File: src/rtl/lsu_lane.sv
module lsu_lane #(
  parameter int AW = 32,
  parameter int DW = 32,
  parameter int OW = 16,
  localparam int NB = DW / 8,
  localparam int LW = $clog2(NB)
) (
  input  logic          clk,
  input  logic          rst_n,
  input  logic          req_valid,
  input  logic [5:0]    opcode,
  input  logic [AW-1:0] base,
  input  logic [OW-1:0] offset,
  input  logic [DW-1:0] wdata,
  input  logic          big_end,
  output logic [AW-LW-1:0] mem_addr,
  output logic          mem_rd,
  output logic          mem_wr,
  output logic [NB-1:0] mem_wben,
  output logic [DW-1:0] mem_wdata,
  input  logic [DW-1:0] mem_rdata,
  output logic          misalign,
  output logic          load_valid,
  output logic [DW-1:0] load_data
);
  localparam logic [5:0] OP_LB = 6'h20;
  localparam logic [5:0] OP_LW = 6'h23;
  localparam logic [5:0] OP_SB = 6'h28;
  localparam logic [5:0] OP_SW = 6'h2b;

  logic [AW-1:0] ea;
  logic [LW-1:0] lane;
  logic is_lb, is_lw, is_sb, is_sw;

  assign ea    = base + {{(AW-OW){offset[OW-1]}}, offset};
  assign lane  = big_end ? (LW'(NB-1) - ea[LW-1:0]) : ea[LW-1:0];
  assign is_lb = req_valid && opcode == OP_LB;
  assign is_lw = req_valid && opcode == OP_LW;
  assign is_sb = req_valid && opcode == OP_SB;
  assign is_sw = req_valid && opcode == OP_SW;

  assign mem_addr  = ea[AW-1:LW];
  assign mem_rd    = is_lb | is_lw;
  assign mem_wr    = is_sb | is_sw;
  assign mem_wben  = is_sw ? {NB{1'b1}} : (is_sb ? (NB'(1) << lane) : '0);
  assign mem_wdata = is_sb ? {NB{wdata[7:0]}} : wdata;
  assign misalign  = (is_lw | is_sw) && (ea[LW-1:0] != '0);

  logic [DW-1:0] cap_word;
  logic [LW-1:0] cap_lane;
  logic          cap_byte;
  logic [7:0]    sel_byte;

  always_ff @(posedge clk) begin
    if (!rst_n) begin
      load_valid <= 1'b0;
      cap_word   <= '0;
      cap_lane   <= '0;
      cap_byte   <= 1'b0;
    end else begin
      load_valid <= mem_rd;
      if (mem_rd) begin
        cap_word <= mem_rdata;
        cap_lane <= lane;
        cap_byte <= is_lb;
      end
    end
  end

  assign sel_byte  = cap_word[cap_lane*8 +: 8];
  assign load_data = cap_byte ? {{(DW-8){sel_byte[7]}}, sel_byte} : cap_word;
endmodule

File: config.mk
export PLATFORM = sky130hd
export DESIGN_NAME = lsu_lane
export DESIGN_NICKNAME = d
export VERILOG_FILES = /design/src/rtl/lsu_lane.sv
export SDC_FILE = /design/constraint.sdc
export NUM_CORES = 1
export LEC_CHECK = 0
export BUFFER_PORTS_ARGS = -buffer_cell sky130_fd_sc_hd__buf_2
export CORE_ASPECT_RATIO = 1.5
export CORE_MARGIN = 2
export CORE_UTILIZATION = 49
export CTS_CLUSTER_DIAMETER = 200
export CTS_CLUSTER_SIZE = 8
export DETAILED_ROUTE_END_ITERATION = 16
export HOLD_SLACK_MARGIN = 0.06
export PLACE_DENSITY = 0.95
export SLEW_MARGIN = 5
export SYNTH_ARGS = -nofsm -noshare
export SYNTH_HDL_FRONTEND = slang
export SYNTH_SLANG_ARGS = --single-unit
File: constraint.sdc
create_clock -name clk -period 5.65 [get_ports clk]
set_clock_uncertainty 0.15 [all_clocks]
set_input_delay 0.2825 -clock clk [delete_from_list [all_inputs] [get_ports clk]]
set_output_delay 0.2825 -clock clk [all_outputs]
set_load 0.1 [all_outputs]
==> results of run 1 <==
==> cell families after synthesis <==
| family | Yosys count | synth area share |
|---|---|---|
| muxes | 3 | 0.01070 |
| adders and majority gates | 32 | 0.1026 |
| DFF | 36 | 0.1812 |
| xor gates and xnor gates | 30 | 0.06608 |
| buffers and inverters | 74 | 0.07961 |
| AOI/OAI and AO/OA | 185 | 0.3030 |
| and+or+nand+nor | 239 | 0.2568 |
==> power groups by stage <==
stage	clock network, uW	logic (uW)	registers, uW
finish	267	854	258
global route	279	891	258
CTS	268	850	258
detailed placement	0	848	264
global placement	0	843	264
floorplan	0	695	263
==> metal layers <==
layer / track usage / routed length (um)
met1: 0.3272 / 5367
met2: 0.5762 / 7001
met3: 0.05836 / 1223
met4: 0.1274 / 439
met5: 0 / 27
==> cells in the final DEF (no fill, tap or decap), drive strengths merged, types with 2 or more instances in the layout <==
cell / count
clkinv: 3
nor3: 9
dfxtp: 36
and2: 5
ha: 31
a21o: 13
or3: 2
o21bai: 3
a31o: 2
clkbuf: 5
a211o: 2
xor2: 10
buf: 225
nand4: 7
nor3b: 3
nor2: 30
xnor2: 20
o211a: 2
inv: 36
nand3: 6
mux2i: 2
a21boi: 33
nand2: 162
a211oi: 2
o211ai: 9
a31oi: 2
o41ai: 2
nor2b: 2
a21oi: 49
o21a: 4
and3: 8
o21ai: 54
a311oi: 2
==> sequential cells by signal (all words and copies together) (netlist names) <==
name        count
load_valid      1
cap_lane        2
cap_byte        1
cap_word       32
==> path summary, 6_finish.rpt <==
check,start,endpoint,slack (ps),cells past startpoint
worst max-delay path,offset[0],mem_addr[26],2240,12
worst min-delay path,mem_rdata[10],cap_word[10],100,3
worst max register to register,cap_byte,cap_byte,4360,4
worst min register to register,cap_word[9],cap_word[9],310,2
==> stage by stage <==
step	hold WS [ps]	instances	area, um2
floorplan	277.4	599	3976
global placement	301.9	891	5057
detailed placement	308.3	891	5057
CTS	95.85	899	5201
global route	110.7	899	5201
finish	98.60	899	5201
==> worst max-delay path, stage by stage <==
cell and delay, ps:
buf_2 80, ha_1 200, inv_1 70, fa_1 450, nor2b_4 140, o2111ai_1 150
a21oi_2 270, o41ai_4 130, a21oi_2 310, and4b_2 270, a211oi_1 170, buf_2 460
==> layout make-up <==
cell class                      instances  area [um2]  share of cell area
Clock inverter                          3       18.77            0.003608
Multi-Input combinational cell        489        2939              0.5651
Clock buffer                            5       125.1             0.02406
Inverter                               36       135.1             0.02598
Sequential cell                        36       720.7              0.1386
Timing Repair Buffer                  225        1131              0.2175
Tap cell                              105       131.4             0.02526
==> impl_metrics.csv, run 1 <==
group,metric,value,unit
global_route,grt_usage,0.3049,
critical_path,crit_arrival,2980,ps
cells_and_area,drive_gt1_frac,0.3149,
timing,setup_viol,0,
global_route,grt_pass1_vias,4584,
logic_synthesis,synth_commonest_cells,"162 x nand2_1, 52 x o21ai_0, 43 x a21oi_1, 36 x dfxtp_1, 35 x inv_1",
timing,fmax,0.2929,GHz
logic_synthesis,syn_avg_cell_area,6.638,um2
timing,rsz0062_at_grt,"false",
die,die_w,77.55,um
power_and_ir_drop,power_frac_seq,0.187,
cells_and_area,fin_nets,947,
global_route,grt_pass1_wl,21450,um
place,place_congestion,0.9567,
critical_path,path_class,"input pin to output pin",
global_route,antenna_found_initial,2,
clocking,htree_num_levels,2,
detailed_routing,dr_total_vias,4957,
logic_synthesis,ys_warn_count,0,
logic_synthesis,yosysMostFrequentCell,"nand2_1",
logic_synthesis,ys.flop_type,"dfxtp_1",
place,hpwlAfterDp,11500,um
die,core-area,7958,um2
timing,worst_pin_slew,1074,ps
logic_synthesis,syn-num-nets,753,
die,initial_utilization,0.4997,
logic_synthesis,synth-edff-count,0,
detailed_routing,drt_iter0_drc,287,
timing,slew_headroom,0.2823,
power_and_ir_drop,ir_drop,0.0003936,V
clocking,tritoncts,"built",
clocking,insertion_delay,280,ps
global_route,grt.overflow.total,0,
die,dieHeight,114.3,um
clocking,cts_resized,0,
timing,slew_viol_final,0,
place,dp_slack,2264,ps
cells_and_area,finalCoreUtilization,0.6536,
logic_synthesis,synth_cells,599,
critical_path,crit_path_max_fanout,5,
place,numPortBuffers,223,
timing,fin_crit,3414,ps
logic_synthesis,synth_area,3976,um2
timing,finalWorstSetupSlack,2236,ps
global_route,grt_start_max_net_pins,38,
clocking,numCtsBuffers,5,
timing,fin_crit_sh,0.6042,
die,ioPinCount,224,
detailed_routing,routed_wl,14060,um
logic_synthesis,yosys.area.top_type_share,0.1812,
run_status,status,"finished, final reports clean",
detailed_routing,viasPerCell,5.514,
logic_synthesis,ys_ff_latch,36,
logic_synthesis,seq_area_frac_synth,0.1812,
critical_path,crit_path_start_kind,"input pin",
clocking,clockBufferDepth,2,
timing,setup_tns,0,ps
min_path,hold_class,"input pin to flip-flop",
detailed_routing,first_pass_iters,5,
power_and_ir_drop,power_frac_clock,0.193,
logic_synthesis,yosysTopAreaCell,"dfxtp_1",
detailed_routing,wire_per_inst,15.64,um
cells_and_area,syn2layout_area_growth,30.81,%
die,fp-row-count,40,
clocking,cts_num_sinks,36,
detailed_routing,drtAntennaViolNets,0,
power_and_ir_drop,p_switching,782.2,uW
power_and_ir_drop,p_per_area,265.1,nW/um2
timing,report.final.hold_viol_count,0,
critical_path,cp.required,5220,ps
die,dieArea,8866,um2
cells_and_area,antennaDiodeCount,0,
logic_synthesis,yosysUniqueCellTypes,59,
logic_synthesis,ys_async_sr_fraction,0,
power_and_ir_drop,internal_power,596.5,uW
clocking,root_buffer,"clkbuf_16",
clocking,clk_pin_slew,60,ps
clocking,cts_setup_buffers,0,
power_and_ir_drop,power_leakage,0.002631,uW
power_and_ir_drop,finalPower,1379,uW
power_and_ir_drop,pwr-share-comb,0.619,
power_and_ir_drop,p_sw_frac,0.5673,
clocking,hold_buffers,0,
cells_and_area,fillers,712,
detailed_routing,drc,0,
critical_path,cp-end-kind,"output pin",
logic_synthesis,yosys-top-cells-area,"dfxtp_1 18%, nand2_1 15%, ha_1 9.8%, o21ai_0 6.5%, a21boi_0 6.2%",
flow_run,drv_cap,0,
Note: power is estimated with default switching activity, not from simulation.
==> run 2, diff against run 1 <==
--- a/config.mk
+++ b/config.mk
@@ -8,12 +8,12 @@
 export BUFFER_PORTS_ARGS = -buffer_cell sky130_fd_sc_hd__buf_2
 export CORE_ASPECT_RATIO = 1.5
 export CORE_MARGIN = 2
-export CORE_UTILIZATION = 49
+export CORE_UTILIZATION = 41
 export CTS_CLUSTER_DIAMETER = 200
 export CTS_CLUSTER_SIZE = 8
 export DETAILED_ROUTE_END_ITERATION = 16
 export HOLD_SLACK_MARGIN = 0.06
-export PLACE_DENSITY = 0.95
+export PLACE_DENSITY = 0.85
 export SLEW_MARGIN = 5
 export SYNTH_ARGS = -nofsm -noshare
 export SYNTH_HDL_FRONTEND = slang
==> constraint.sdc (replaced) <==
create_clock -name clk -period 2.7 [get_ports clk]
set_clock_uncertainty 0.15 [all_clocks]
set_input_delay 0.135 -clock clk [delete_from_list [all_inputs] [get_ports clk]]
set_output_delay 0.135 -clock clk [all_outputs]
set_load 0.1 [all_outputs]
==> impl_metrics.csv, run 2 (same netlist as run 1, synthesis figures left out) <==
group,metric,value,unit
cells_and_area,largest-register,"cap_word",
cells_and_area,largestRegisters,"cap_word (32), cap_lane (2)",
global_route,grt_start_max_net_pins,38,
detailed_routing,drtAntennaViolNets,0,
cells_and_area,final_cell_mix,"167 x buf_2, 162 x nand2_1, 62 x buf_4",
die,ioPinCount,224,
die,initial_utilization,0.4151,
global_route,grt_pass1_vias,5677,
power_and_ir_drop,p_per_area,492.1,nW/um2
timing,setup_viol,0,
die,dieHeight,124.6,um
critical_path,crit_path_max_fanout,4,
cells_and_area,largest_reg_flops,32,
place,place_congestion,0.9202,
detailed_routing,viasPerCell,5.686,
clocking,clockBufferDepth,2,
cells_and_area,layout_commonest_cell,"buf_2",
timing,worst_pin_slew,703.6,ps
flow_run,drv_cap,0,
cells_and_area,finalNonFillerCells,1003,
timing,fmax,0.3734,GHz
power_and_ir_drop,finalPower,3629,uW
clocking,clk_pin_slew,60,ps
timing,rsz0062_at_grt,"true",
timing,fin_crit,2678,ps
cells_and_area,seq_area,720.7,um2
critical_path,cp_cell_sequence,"buf_2, ha_4, buf_4, and3_2, nand3_1, a21oi_4, o41ai_4, a21oi_4, buf_12, a311oi_4, xnor2_4, buf_12",
clocking,numCtsBuffers,5,
clocking,htree_num_levels,2,
clocking,tritoncts,"built",
timing,slew_viol_final,0,
cells_and_area,antennaDiodeCount,0,
die,die_w,84.41,um
cells_and_area,drive_gt1_frac,0.4155,
critical_path,path_class,"input pin to output pin",
die,fp-row-count,44,
critical_path,max_stage_delay,390,ps
global_route,grt_pass1_wl,27900,um
detailed_routing,first_pass_iters,7,
detailed_routing,dr_total_vias,5703,
power_and_ir_drop,power_leakage,0.003410,uW
cells_and_area,syn2layout_area_growth,85.49,%
power_and_ir_drop,ir_drop,0.0005683,V
detailed_routing,drt_iter0_drc,347,
timing,fin_crit_sh,0.9918,
clocking,root_buffer,"clkbuf_16",
clocking,cts_num_sinks,36,
die,dieArea,10520,um2
critical_path,cp-end-kind,"output pin",
cells_and_area,fillers,557,
critical_path,crit_path_start_kind,"input pin",
cells_and_area,fin_nets,1041,
global_route,antenna_found_initial,0,
global_route,grt_usage,0.3284,
min_path,hold_class,"input pin to flip-flop",
detailed_routing,drc,0,
place,place_inst,960,
critical_path,crit_arrival,2390,ps
place,numPortBuffers,223,
critical_path,slowest_stage,"a311oi_4",
timing,report.final.hold_viol_count,0,
detailed_routing,wire_per_inst,18.12,um
place,hpwlAfterDp,12490,um
timing,setup_tns,0,ps
cells_and_area,multi_input_area,3461,um2
place,dp_slack,-157.9,ps
timing,finalWorstSetupSlack,22.19,ps
clocking,insertion_delay,290,ps
run_status,status,"finished, final reports clean",
global_route,grt.overflow.total,0,
detailed_routing,routed_wl,18170,um
timing,slew_headroom,0.5303,
critical_path,cp.required,2410,ps
die,core-area,9579,um2
run 2: changes by cell type in the layout (fill, tap and decap cells not counted), sizes merged:
cell,change
clkinvlp,+1
dlygate4sd3,+32
clkbuf,+2
clkinv,-3
buf,+62
run 2: per-stage QoR:
step                cell area (um2)    util  hold slack [ps]
floorplan                      4353       -            129.9
CTS                            7273  0.7593            120.9
global placement               6725  0.7021            238.4
finish                         7376  0.7700            155.0
global route                   7376  0.7700            167.0
detailed placement             6725  0.7021            245.0
run 2: cell type report:
cell class              instances  share of cell area
repair buffers                319              0.3749
clock buffers                   7             0.01934
multi-input cells             489              0.4692
inverters                      36             0.01832
clock inverters                 1            0.001018
flip-flops and latches         36             0.09771
well taps                     115             0.01951
run 2: where the power goes:
group / internal [uW] / switching (uW)
Clock: 368 / 244
Combinational: 866 / 1610
Sequential: 536 / 4.82
run 2: path summary, 6_finish.rpt:
kind,startpoint,to,slack [ps],cells past startpoint
worst max-delay path,offset[9],mem_addr[24],20,12
worst min-delay path,big_end,cap_lane[0],160,4
worst max register to register,cap_byte,cap_byte,1550,3
worst min register to register,cap_word[11],cap_word[11],310,2
run 2: critical path, delay by kind of cell:
family                     cells  cell delay [ps]
xor gates and xnor gates       1              180
AOI/OAI and AO/OA              4              890
and+or+nand+nor                2              320
adders and majority gates      1              250
buffers and inverters          4              610
run 2: routing by layer:
layer	part of all wire	up-vias	track usage
li1	-	2616	-
met1	0.34	2677	0.3214
met2	0.55	333	0.6550
met3	0.067	77	0.04573
met4	0.050	0	0.1503
met5	0	-	0
run 2: repair_timing:
action	in CTS	in global routing
buffers inserted	2	1
pin swaps	11	11
gates resized for setup	10	22
hold buffers	32	0
endpoints found under the hold margin	32	0
endpoints found under the setup margin	5	11
==> run 3, diff against run 2 <==
--- a/config.mk
+++ b/config.mk
@@ -6,14 +6,17 @@
 export NUM_CORES = 1
 export LEC_CHECK = 0
 export BUFFER_PORTS_ARGS = -buffer_cell sky130_fd_sc_hd__buf_2
+export CELL_PAD_IN_SITES_DETAIL_PLACEMENT = 1
+export CELL_PAD_IN_SITES_GLOBAL_PLACEMENT = 2
 export CORE_ASPECT_RATIO = 1.5
 export CORE_MARGIN = 2
-export CORE_UTILIZATION = 41
+export CORE_UTILIZATION = 20
 export CTS_CLUSTER_DIAMETER = 200
 export CTS_CLUSTER_SIZE = 8
 export DETAILED_ROUTE_END_ITERATION = 16
 export HOLD_SLACK_MARGIN = 0.06
 export PLACE_DENSITY = 0.85
+export REMOVE_ABC_BUFFERS = 1
 export SLEW_MARGIN = 5
 export SYNTH_ARGS = -nofsm -noshare
 export SYNTH_HDL_FRONTEND = slang
==> impl_metrics.csv, run 3 (same netlist as run 1, synthesis figures left out) <==
group,metric,value,unit
clocking,root_buffer,"clkbuf_16",
timing,slew_headroom,0.5828,
timing,fmax,0.3685,GHz
die,fp-row-count,63,
clocking,insertion_delay,280,ps
clocking,numCtsBuffers,5,
global_route,grt_pass1_vias,5817,
critical_path,crit_path_max_fanout,3,
detailed_routing,first_pass_iters,5,
cells_and_area,largestRegisters,"cap_word (32), cap_lane (2)",
die,core-area,19630,um2
die,ioPinCount,224,
critical_path,critPathTopFamily,"compound AO/OA/AOI/OAI gates",
timing,whs,116.6,ps
global_route,grt_start_max_net_pins,37,
min_path,hold_class,"input pin to flip-flop",
critical_path,crit_path_start_kind,"input pin",
cells_and_area,syn2layout_area_growth,84.46,%
global_route,grt_pass1_wl,30220,um
place,numPortBuffers,223,
timing,fin_crit,2714,ps
die,dieHeight,176.7,um
critical_path,rr_startpoint,"cap_lane[1]",
cells_and_area,final_cell_mix,"165 x buf_2, 162 x nand2_1, 60 x buf_4",
critical_path,max_stage_delay,330,ps
critical_path,crit_start,"base[1]",
cells_and_area,largest-register,"cap_word",
detailed_routing,dr_total_vias,5458,
critical_path,rr_worst_depth,2,
detailed_routing,viasPerCell,4.738,
critical_path,path_class,"input pin to output pin",
timing,setup_tns,-18.36,ps
run_status,violations,"setup timing",
timing,setup_viol,2,
critical_path,slowest_stage,"a211o_1",
run_status,status,"complete, but fails checks",
detailed_routing,drtAntennaViolNets,0,
clocking,cts_num_sinks,36,
power_and_ir_drop,ir_drop,0.0004001,V
power_and_ir_drop,power_leakage,0.003365,uW
detailed_routing,drt_iter0_drc,253,
cells_and_area,finalNonFillerCells,1152,
timing,rsz0062_at_grt,"true",
detailed_routing,wire_per_inst,17.36,um
timing,worst_pin_slew,619.3,ps
timing,slew_viol_final,0,
critical_path,cp_cell_sequence,"buf_6, buf_6, ha_4, a211o_1, a21oi_4, a21oi_4, buf_4, a211o_1, nor2_2, buf_4, o21ai_1, xor2_1, clkbuf_16",
cells_and_area,largest_reg_flops,32,
timing,report.final.hold_viol_count,0,
clocking,htree_num_levels,2,
timing,finalWorstSetupSlack,-14.04,ps
critical_path,crit_arrival,2430,ps
critical_path,crit_end,"mem_addr[23]",
critical_path,path_depth,13,
place,hpwlAfterDp,15280,um
timing,fin_crit_sh,1.005,
flow_run,drv_cap,0,
die,dieArea,21050,um2
global_route,grt.overflow.total,0,
power_and_ir_drop,p_per_area,486.9,nW/um2
critical_path,r2r_setup_slack,1580,ps
die,die_w,119.1,um
critical_path,cp-end-kind,"output pin",
clocking,tritoncts,"built",
place,place_congestion,0.8474,
place,place_inst,1103,
cells_and_area,fin_nets,1043,
detailed_routing,routed_wl,20000,um
global_route,grt_usage,0.1798,
cells_and_area,layout_commonest_cell,"buf_2",
detailed_routing,drc,0,
die,initial_utilization,0.2026,
critical_path,path_buf_inv,5,
critical_path,cp.required,2410,ps
critical_path,r2r-end,"cap_lane[1]",
cells_and_area,drive_gt1_frac,0.3854,
clocking,clockBufferDepth,2,
global_route,antenna_found_initial,4,
clocking,clk_pin_slew,50,ps
==> run 3: changes by cell type in the layout (fill, tap and decap cells not counted), moves of 5 or more <==
cell / previous run / this run
o21ai_1: 31 / 5
xnor2_1: 7 / 18
xnor2_4: 5 / 0
xor2_1: 1 / 9
xor2_2: 7 / 1
buf_6: 2 / 8
a21oi_2: 13 / 8
buf_12: 56 / 50
xnor2_2: 8 / 2
o21ai_0: 16 / 47
==> run 3: how the worst min path moves through the flow <==
| stage | startpoint | endpoint | slack (ps) | depth (start not counted) |
|---|---|---|---|---|
| floorplan | rst_n | cap_byte | 110 | 1 |
| global placement | mem_rdata[11] | cap_word[11] | 240 | 3 |
| detailed placement | mem_rdata[5] | cap_word[5] | 250 | 3 |
| CTS | opcode[0] | cap_byte | 120 | 3 |
| global route | opcode[0] | cap_byte | 160 | 3 |
| finish | opcode[0] | cap_byte | 120 | 3 |
==> run 3: routing by layer <==
layer	GRT usage	routed length, um	up-vias
met5	0	26	-
met4	0.06448	583	4
met3	0.05219	1723	44
met2	0.3618	11020	214
met1	0.1686	6649	2565
li1	-	-	2631
==> run 3: worst reg2reg max path, stage by stage, from the launching register on <==
cell	delay, ps
dfxtp_1	650
nand2_1	90
a21boi_0	160
==> run 3: final cells by class <==
cell class,instances,area [um2]
fillers,2410,12290
repair buffers,321,2833
flip-flops and latches,36,721.9
clock buffers,8,146.4
multi-input cells,489,3168
inverters,36,135.1
diodes,2,5.005
well taps,260,325.3
==> run 3: where the power goes <==
group          internal (uW)  switching, uW  total (uW)
registers                536           4.40         541
logic                    876           1570        2450
clock network            368            213         581
total                   1780           1790        3570
==> run 3: through the flow <==
step                      power [uW]    util  instance area, um2  worst slack (ps)
final                           3571  0.3737                7335            -14.04
after global routing            3708  0.3736                7332            -133.1
after CTS                       3514  0.3618                7101            -92.54
after detailed placement        2832  0.3305                6487            -300.9
after global placement          2816  0.3305                6487            -285.4
after floorplan                 1940       -                3795             -1665
==> run 3: timing repair <==
action	4_1_cts	5_1_grt
setup buffers	3	4
gates resized for setup	21	38
hold buffers	32	0
hold endpoints to repair	32	0
setup endpoints to repair	12	16
pin swaps	14	24
